### src/rtl/cfgspi_pkg.sv
package cfgspi_pkg;

  localparam logic [3:0]  CODE_READ = 4'hE;
  localparam logic [3:0]  CODE_COPY = 4'hF;
  localparam logic [27:0] KEY_COPY  = 28'h0000001;
  localparam logic [27:0] KEY_LOCK  = 28'h0000A03;

  typedef struct packed {
    logic start;
    logic shiftIn;
    logic shiftOut;
    logic commit;
  } ctrlStb_t;

  function automatic logic [27:0] shadowDefault(input int idx);
    if (idx <= 4)      return 28'h8140000;
    else if (idx == 5) return 28'h0000096;
    else if (idx == 7) return 28'h9400000;
    else               return 28'h0000000;
  endfunction

endpackage

### src/rtl/cfgspi_ctrl.sv
module cfgspi_ctrl
  import cfgspi_pkg::*;
#(
  parameter int FRAME_BITS  = 32,
  parameter int BUSY_CYCLES = 50000
) (
  input  logic     clk,
  input  logic     rstN,
  input  logic     sclk,
  input  logic     latchN,
  input  logic     mosi,
  input  logic     copyIssued,
  output ctrlStb_t stb,
  output logic     mosiS,
  output logic     latchLow,
  output logic     busy
);

  localparam int CW    = $clog2(FRAME_BITS + 2);
  localparam int BW    = $clog2(BUSY_CYCLES + 1);
  localparam logic [CW-1:0] CNT_MAX  = CW'(FRAME_BITS + 1);
  localparam logic [CW-1:0] CNT_FULL = CW'(FRAME_BITS);
  localparam logic [BW-1:0] BUSY_END = BW'(BUSY_CYCLES - 1);

  logic [1:0] sclkSy, latchSy, mosiSy;
  logic sclkPrev, latchPrev;
  logic sclkS, latchS;
  logic sclkRise, sclkFall, latchFall, latchRise;
  logic active;
  logic [CW-1:0] bitCnt;
  logic [BW-1:0] busyCnt;

  always_ff @(posedge clk) begin
    if (!rstN) begin
      sclkSy    <= 2'b00;
      latchSy   <= 2'b11;
      mosiSy    <= 2'b00;
      sclkPrev  <= 1'b0;
      latchPrev <= 1'b1;
    end else begin
      sclkSy    <= {sclkSy[0], sclk};
      latchSy   <= {latchSy[0], latchN};
      mosiSy    <= {mosiSy[0], mosi};
      sclkPrev  <= sclkSy[1];
      latchPrev <= latchSy[1];
    end
  end

  assign sclkS     = sclkSy[1];
  assign latchS    = latchSy[1];
  assign mosiS     = mosiSy[1];
  assign sclkRise  = sclkS & ~sclkPrev;
  assign sclkFall  = ~sclkS & sclkPrev;
  assign latchFall = ~latchS & latchPrev;
  assign latchRise = latchS & ~latchPrev;
  assign latchLow  = ~latchS;

  assign stb.start    = latchFall;
  assign stb.shiftIn  = active & sclkRise & ~latchS;
  assign stb.shiftOut = sclkFall & ~latchS;
  assign stb.commit   = active & latchRise & (bitCnt == CNT_FULL);

  always_ff @(posedge clk) begin
    if (!rstN) begin
      active <= 1'b0;
      bitCnt <= '0;
    end else if (latchFall) begin
      active <= ~busy;
      bitCnt <= '0;
    end else if (latchRise) begin
      active <= 1'b0;
    end else if (stb.shiftIn && bitCnt != CNT_MAX) begin
      bitCnt <= bitCnt + 1'b1;
    end
  end

  always_ff @(posedge clk) begin
    if (!rstN) begin
      busy    <= 1'b0;
      busyCnt <= '0;
    end else if (copyIssued) begin
      busy    <= 1'b1;
      busyCnt <= '0;
    end else if (busy) begin
      if (busyCnt == BUSY_END) busy <= 1'b0;
      else busyCnt <= busyCnt + 1'b1;
    end
  end

  // a frame opened during the busy window never reaches commit
  a_r8_no_commit_busy: assert property (@(posedge clk) disable iff (!rstN)
    busy |-> !stb.commit);

  // nothing is shifted in unless latch enable was already low
  a_r2_shift_when_low: assert property (@(posedge clk) disable iff (!rstN)
    stb.shiftIn |-> $past(!latchS));

endmodule

### src/rtl/cfgspi_regs.sv
module cfgspi_regs
  import cfgspi_pkg::*;
#(
  parameter int NREG  = 9,
  parameter int NSAVE = 8,
  parameter int DW    = 28,
  parameter int AW    = 4
) (
  input  logic             clk,
  input  logic             rstN,
  input  logic             porN,
  input  ctrlStb_t         stb,
  input  logic             mosiS,
  output logic             copyIssued,
  output logic             miso,
  output logic [NREG*DW-1:0] regFlat
);

  localparam int FW = DW + AW;

  logic [FW-1:0] shiftReg;
  logic [FW-1:0] outShift;
  logic [AW-1:0] code, readSel;
  logic [DW-1:0] dat, selVal;
  logic [DW-1:0] regs   [NREG];
  logic [DW-1:0] shadow [NSAVE];
  logic [NSAVE*DW-1:0] shadowFlat;
  logic locked;
  logic isWrite, isRead, isCopyKey, isLockKey, doCopy;

  assign code = shiftReg[AW-1:0];
  assign dat  = shiftReg[FW-1:AW];

  always_ff @(posedge clk) begin
    if (!rstN || !porN) shiftReg <= '0;
    else if (stb.shiftIn) shiftReg <= {mosiS, shiftReg[FW-1:1]};
  end

  assign isWrite   = stb.commit && (code < AW'(NREG));
  assign isRead    = stb.commit && (code == CODE_READ);
  assign isCopyKey = stb.commit && (code == CODE_COPY) && (dat == DW'(KEY_COPY));
  assign isLockKey = stb.commit && (code == CODE_COPY) && (dat == DW'(KEY_LOCK));
  assign doCopy    = (isCopyKey || isLockKey) && !locked;
  assign copyIssued = doCopy;

  genvar gi;
  generate
    for (gi = 0; gi < NREG; gi++) begin : g_reg
      if (gi < NSAVE) begin : g_saved
        always_ff @(posedge clk) begin
          if (!porN)                            regs[gi] <= DW'(shadowDefault(gi));
          else if (!rstN)                       regs[gi] <= shadow[gi];
          else if (isWrite && code == AW'(gi))  regs[gi] <= dat;
        end
        always_ff @(posedge clk) begin
          if (!porN)       shadow[gi] <= DW'(shadowDefault(gi));
          else if (doCopy) shadow[gi] <= regs[gi];
        end
        assign shadowFlat[gi*DW +: DW] = shadow[gi];
      end else begin : g_volatile
        always_ff @(posedge clk) begin
          if (!porN || !rstN)                   regs[gi] <= '0;
          else if (isWrite && code == AW'(gi))  regs[gi] <= dat;
        end
      end
      assign regFlat[gi*DW +: DW] = regs[gi];
    end
  endgenerate

  always_ff @(posedge clk) begin
    if (!porN)                   locked <= 1'b0;
    else if (doCopy && isLockKey) locked <= 1'b1;
  end

  always_comb begin
    selVal = '0;
    for (int i = 0; i < NREG; i++)
      if (readSel == AW'(i)) selVal = regs[i];
  end

  always_ff @(posedge clk) begin
    if (!rstN || !porN) begin
      readSel  <= '0;
      outShift <= '0;
    end else begin
      if (isRead) readSel <= dat[AW-1:0];
      if (stb.start)         outShift <= {selVal, readSel};
      else if (stb.shiftOut) outShift <= {1'b0, outShift[FW-1:1]};
    end
  end

  assign miso = outShift[0];

  // once set, the lock holds until power-on reset
  a_r7_lock_sticky: assert property (@(posedge clk) disable iff (!porN)
    locked |=> locked);

  // a locked shadow never changes
  a_r7_shadow_frozen: assert property (@(posedge clk) disable iff (!porN)
    locked |=> $stable(shadowFlat));

  // registers change only on a committed frame
  a_r3_regs_on_commit: assert property (@(posedge clk) disable iff (!rstN || !porN)
    !stb.commit |=> $stable(regFlat));

  // the read-back word moves only on frame start or a falling serial edge
  a_r4_out_idle: assert property (@(posedge clk) disable iff (!rstN || !porN)
    (!stb.start && !stb.shiftOut) |=> $stable(outShift));

endmodule

### src/rtl/cfg_spi_slave.sv
module cfg_spi_slave
  import cfgspi_pkg::*;
#(
  parameter int NREG        = 9,
  parameter int NSAVE       = 8,
  parameter int DW          = 28,
  parameter int AW          = 4,
  parameter int BUSY_CYCLES = 50000
) (
  input  logic               clk,
  input  logic               rstN,
  input  logic               porN,
  input  logic               sclk,
  input  logic               latchN,
  input  logic               mosi,
  output logic               miso,
  output logic               misoEn,
  output logic               busy,
  output logic [NREG*DW-1:0] regFlat
);

  localparam int FRAME_BITS = DW + AW;

  ctrlStb_t stb;
  logic mosiS, copyIssued, rstAll;

  assign rstAll = rstN & porN;

  cfgspi_ctrl #(.FRAME_BITS(FRAME_BITS), .BUSY_CYCLES(BUSY_CYCLES)) u_ctrl (
    .clk(clk), .rstN(rstAll), .sclk(sclk), .latchN(latchN), .mosi(mosi),
    .copyIssued(copyIssued), .stb(stb), .mosiS(mosiS), .latchLow(misoEn), .busy(busy)
  );

  cfgspi_regs #(.NREG(NREG), .NSAVE(NSAVE), .DW(DW), .AW(AW)) u_regs (
    .clk(clk), .rstN(rstN), .porN(porN), .stb(stb), .mosiS(mosiS),
    .copyIssued(copyIssued), .miso(miso), .regFlat(regFlat)
  );

endmodule

### config.mk
export PLATFORM = sky130hd
export DESIGN_NAME = cfg_spi_slave
export DESIGN_NICKNAME = d
export VERILOG_FILES = /design/src/rtl/cfgspi_pkg.sv /design/src/rtl/cfgspi_ctrl.sv /design/src/rtl/cfgspi_regs.sv /design/src/rtl/cfg_spi_slave.sv
export SDC_FILE = /design/constraint.sdc
export NUM_CORES = 1
export LEC_CHECK = 0
export BUFFER_PORTS_ARGS = -buffer_cell sky130_fd_sc_hd__buf_2
export CAP_MARGIN = 20
export CORE_ASPECT_RATIO = 0.75
export CORE_MARGIN = 1.5
export CORE_UTILIZATION = 36
export DETAILED_ROUTE_END_ITERATION = 8
export PLACE_DENSITY = 0.61
export SYNTH_ARGS = -nofsm -noshare
export SYNTH_HDL_FRONTEND = slang
export SYNTH_HIERARCHICAL = 1
export SYNTH_SLANG_ARGS = --single-unit
### constraint.sdc
create_clock -name clk -period 57.5 [get_ports clk]
set_clock_uncertainty 0.2 [all_clocks]
set_input_delay 11.5 -clock clk [delete_from_list [all_inputs] [get_ports clk]]
set_output_delay 11.5 -clock clk [all_outputs]
set_load 0.05 [all_outputs]
==> results.txt <==
----------------------------------------------------
[Run status]
  Status ... finished, final reports clean

[Logic synthesis]
  Post-Synthesis Cell Area ... 0.02515 sq mm
  Yosys reg bits ... roughly 580
  Number of warnings issued by yosys ... 6
  Syn Inst Count ... between 1,500 and 2,000
  Post-synthesis sequential area ratio ... 64.86%
  Post-synth net total ... 1,883
  Top FF cell, synth ... edfxtp_1
  Number of enable flip-flop cells after synthesis ... 476
  Number of library cell types mapped by synthesis ... just under 70
  Post-synthesis average cell area ... 13.44 sq um
  Share of async-settable or async-resettable flops after synthesis ... 0%

[Drt]
  First drt pass iteration count ... 6
  Final wirelength ... 86.05 mm
  DRT antenna net count ... 0
  Count of routing violations after the opening detailed-route iteration ... 2,365
  Via count ... between 15,000 and 20,000
  Detailed-route DRC error count ... 0
  Drt via density ... 5.781
  DR WL/cell ... 28.16 microns

[Worst setup path]
  Worst R2R Path Depth ... 8
  Setup slack of the worst register-to-register path ... 52.92 ns
  Highest cell delay on the worst timing path ... 0.96 ns
  Type of the setup path with the least slack ... in2reg
  Data required time at the worst endpoint ... approximately 58 ns
  Critical Path Fanout Max ... 21
  Endpoint of the worst register-to-register path ... u_regs/shadow[1][30]$_SDFFCE_PN1P_
  Critical-path top delay cell ... and2_1
  Endpoint kind of the worst setup timing path ... flop
  Reg-to-Reg Start ... u_ctrl/bitCnt[3]$_SDFFE_PP0P_
  Critical Path AT ... 14.45 ns
  Cells along the critical path ... buf_2 -> and2_1 -> nand3_1 -> or2_2 -> nand2_1 -> buf_4
  Nature of the critical path startpoint ... input pin

[Timing]
  Max_slew headroom ... between 10% and 20%
  Count of pins over their slew limit ... 0
  Final Hold Vio Count ... 0
  Final worst-path cycle share ... between 20% and 30%
  FMAX ... 69.63 MHz
  Worst hold slack after final layout ... 0.2084 ns
  Setup repair after global routing missed its margin ... false
  Transition time of the tightest slew-check pin ... between 1 and 1.5 ns
  Setup-failing EPs final ... 0
  Min Clock Period, post-route ... 14.36 ns
  Final TNS setup ... 0 ns

[Final layout]
  Share of post-route cells with drive strength above 1 ... 21.81%
  Area overhead of the layout relative to synthesis ... 16.47%
  Register area ... between 0.015 and 0.02 sq mm
  Post-layout net count ... 2,080
  Final core occ ... 42.62%
  Total non-filler cell area in the finished layout ... 0.02930 sq mm
  Multi-input combinational cell area ... 0.008214 sq mm
  Count of filler cells inserted in the layout ... 6,438

[Die]
  Horizontal die dimension ... 308.2 microns
  Die Y-Extent ... 231.9 microns
  Starting density of the core ... 36.59%
  Count of standard-cell rows ... a little over 80
  Top-level port count ... 261
  Die ar. ... 0.07148 sq mm
  Core Footprint ... 0.06875 sq mm

[Place]
  Last weighted congestion value of the routability-driven placer ... ~0.9
  Estimated wirelength of the detail-placed design ... 56.09 mm
  Total cell area at the placement stage ... between 0.02 and 0.03 sq mm
  Port Buffer Count ... 260

[Clocking]
  Clock transition at the register clock pins on the worst setup and hold paths after CTS ... approximately 0.060 ns
  H-tree depth ... 2
  CTS tree ... yes
  Cell chosen for the clock root ... clkbuf_16
  # Post-CTS Setup Buffers ... 0
  # clock sinks ... 577
  Clk buf depth ... 3
  Worst-Skew Late Latency ... 0.63 ns
  Number of buffers added by the clock tree synthesis step ... 58
  Post-cts sizing count ... 0
  Hold Buf Count CTS ... 0

[Run]
  Max_cap viols ... 0

[Global route]
  Largest net degree at the start of global routing ... 203
  Global-route usage over all layers ... between 20% and 30%
  Vias in the first global route ... 16,830
  Initial antenna violation count ... 5
  Global-route wire length before repair ... 122.5 mm
  Remaining global-route overflow ... 0

[Power]
  Static power due to leakage ... approximately 11 nW
  VDD IR max ... 0.02070 mV
  Combinational fraction of design power ... 7.2%
  PD cells ... 31.73 mW/mm^2
  Proportion of power drawn by flip-flops and latches ... 51.6%
  Net switching fraction of the power ... 25.53%
  Share of total power in the clock network ... 41.2%
  Net switching component of the power ... 237.4 uW
  Pint ... 692.2 uW

[Worst hold path]
  Startpoint of the worst hold path ... u_ctrl/latchSy[0]$_SDFF_PN1_
  Endpoint of the worst hold-timing path ... u_ctrl/latchSy[1]$_SDFF_PN1_
  Number of cells traversed by the worst hold path ... 1
  Hold WC Path Type ... reg2reg

----------------------------------------------------
-- stage by stage --
step	worst slack, ns	std cells	power (mW)
2_1_floorplan	36.24	1871	0.5331
3_3_place_gp	42.59	2943	0.5544
3_5_place_dp	42.57	2943	0.5550
4_1_cts	43.21	3053	0.9349
5_1_grt	43.09	3053	0.9551
6_report	43.14	3056	0.9296
-- how the worst max path moves through the flow --
stage | from | endpoint | slack [ns]
global route | porN | u_regs/regs[1][11]$_DFFE_PP_ | 43.09
global placement | porN | u_regs/regs[7][12]$_DFFE_PP_ | 42.59
finish | porN | u_regs/regs[7][19]$_DFFE_PP_ | 43.14
CTS | porN | u_regs/regs[3][3]$_DFFE_PP_ | 43.21
detailed placement | porN | u_regs/regs[7][15]$_DFFE_PP_ | 42.57
floorplan | porN | u_regs/shadow[0][0]$_SDFFCE_PN0P_ | 36.24
-- layout make-up --
cell class	instances	share of cell area (%)
multi-input combinational	1116	28.04
tap	935	3.993
sequential	577	55.71
antenna	3	0.02562
inverter	15	0.1922
clock inverter	32	0.8370
timing repair buffer	300	5.509
clock buffer	78	5.697
-- cell usage after synthesis (9+ instances only) --
cell      number  area share (%)
a21oi_1       83             1.7
a22o_1       205             7.1
and2_1       238             5.9
buf_1         14            0.21
buf_2         15            0.30
clkbuf_1     115             1.7
clkbuf_2      16            0.32
dfxtp_1      101             8.0
edfxtp_1     476              57
inv_1         15            0.22
mux2i_1      108             4.3
mux4_2        21             1.9
nand2_1       30            0.45
nand2b_1      39            0.97
nand3_1       15            0.30
nor2_1       103             1.5
nor2b_1       25            0.62
nor4_1        13            0.32
o21ai_0       42            0.84
o21bai_1      17            0.51
o22a_1        22            0.77
o22ai_1       25            0.62
or3_1          9            0.22
xnor2_1        9            0.31
-- cells in the final DEF, fill, tap and decap left out, types with 7 or more instances in the layout --
master / Yosys / routed
inv_1: 15 / 14
mux4_2: 21 / 21
o22a_1: 22 / 22
nand3_1: 15 / 15
nor2_1: 103 / 100
nor2b_1: 25 / 25
nand2_1: 30 / 29
or3b_2: 8 / 8
clkbuf_8: 0 / 10
and2_1: 238 / 238
dfxtp_1: 101 / 98
o22ai_1: 25 / 25
o21bai_1: 17 / 17
or3_1: 9 / 9
o21ai_0: 42 / 41
clkinv_2: 0 / 18
nand4_1: 8 / 8
a22o_1: 205 / 205
a211oi_1: 7 / 7
buf_2: 15 / 260
mux2i_1: 108 / 108
xnor2_1: 9 / 9
buf_4: 1 / 39
nor4_1: 13 / 11
nand2b_1: 39 / 39
a21oi_1: 83 / 83
clkbuf_16: 0 / 60
clkbuf_1: 115 / 8
edfxtp_1: 476 / 476
-- state kept, by name, summed over array words and instances, names as in the netlist --
register          count
u_regs/locked         1
u_ctrl/latchSy        2
u_regs/readSel        4
u_regs/shadow       224
u_regs/regs         252
u_ctrl/sclkSy         2
u_ctrl/busyCnt       16
u_ctrl/bitCnt         6
u_ctrl/busy           1
u_ctrl/latchPrev      1
u_ctrl/mosiSy         2
u_ctrl/active         1
u_ctrl/sclkPrev       1
u_regs/shiftReg      32
u_regs/outShift      32
-- kinds of logic (layout without fill, tap and decap cells) --
| kind of cell | count (synthesis) | in the layout | share of synthesized area (%) |
|---|---|---|---|
| buffers and inverters | 178 | 425 | 2.885 |
| other | 0 | 3 | 0 |
| AOI/OAI and AO/OA | 435 | 435 | 12.92 |
| xor gates and xnor gates | 13 | 13 | 0.4526 |
| DFF | 577 | 577 | 64.86 |
| muxes | 132 | 132 | 6.312 |
| adders and majority gates | 6 | 6 | 0.2984 |
| and+or+nand+nor | 530 | 530 | 12.27 |
-- power by group through the flow --
stage | clock network [mW] | registers, mW | logic [mW]
CTS | 0.388 | 0.479 | 0.0671
floorplan | 0 | 0.518 | 0.0150
finish | 0.383 | 0.480 | 0.0667
detailed placement | 0 | 0.488 | 0.0670
global route | 0.405 | 0.481 | 0.0690
global placement | 0 | 0.488 | 0.0665
-- routing by layer --
metal	part of all wire (%)	track usage [%]
met1	43	34.76
met2	44	35.02
met3	11	5.138
met4	2.4	6.404
met5	0	0
-- critical path, delay by kind of cell --
kind / cells / cell delay [ns]
buffers and inverters: 2 / 0.60
AND/OR/NAND/NOR: 4 / 2.32
(Power assumes the default switching activity.)
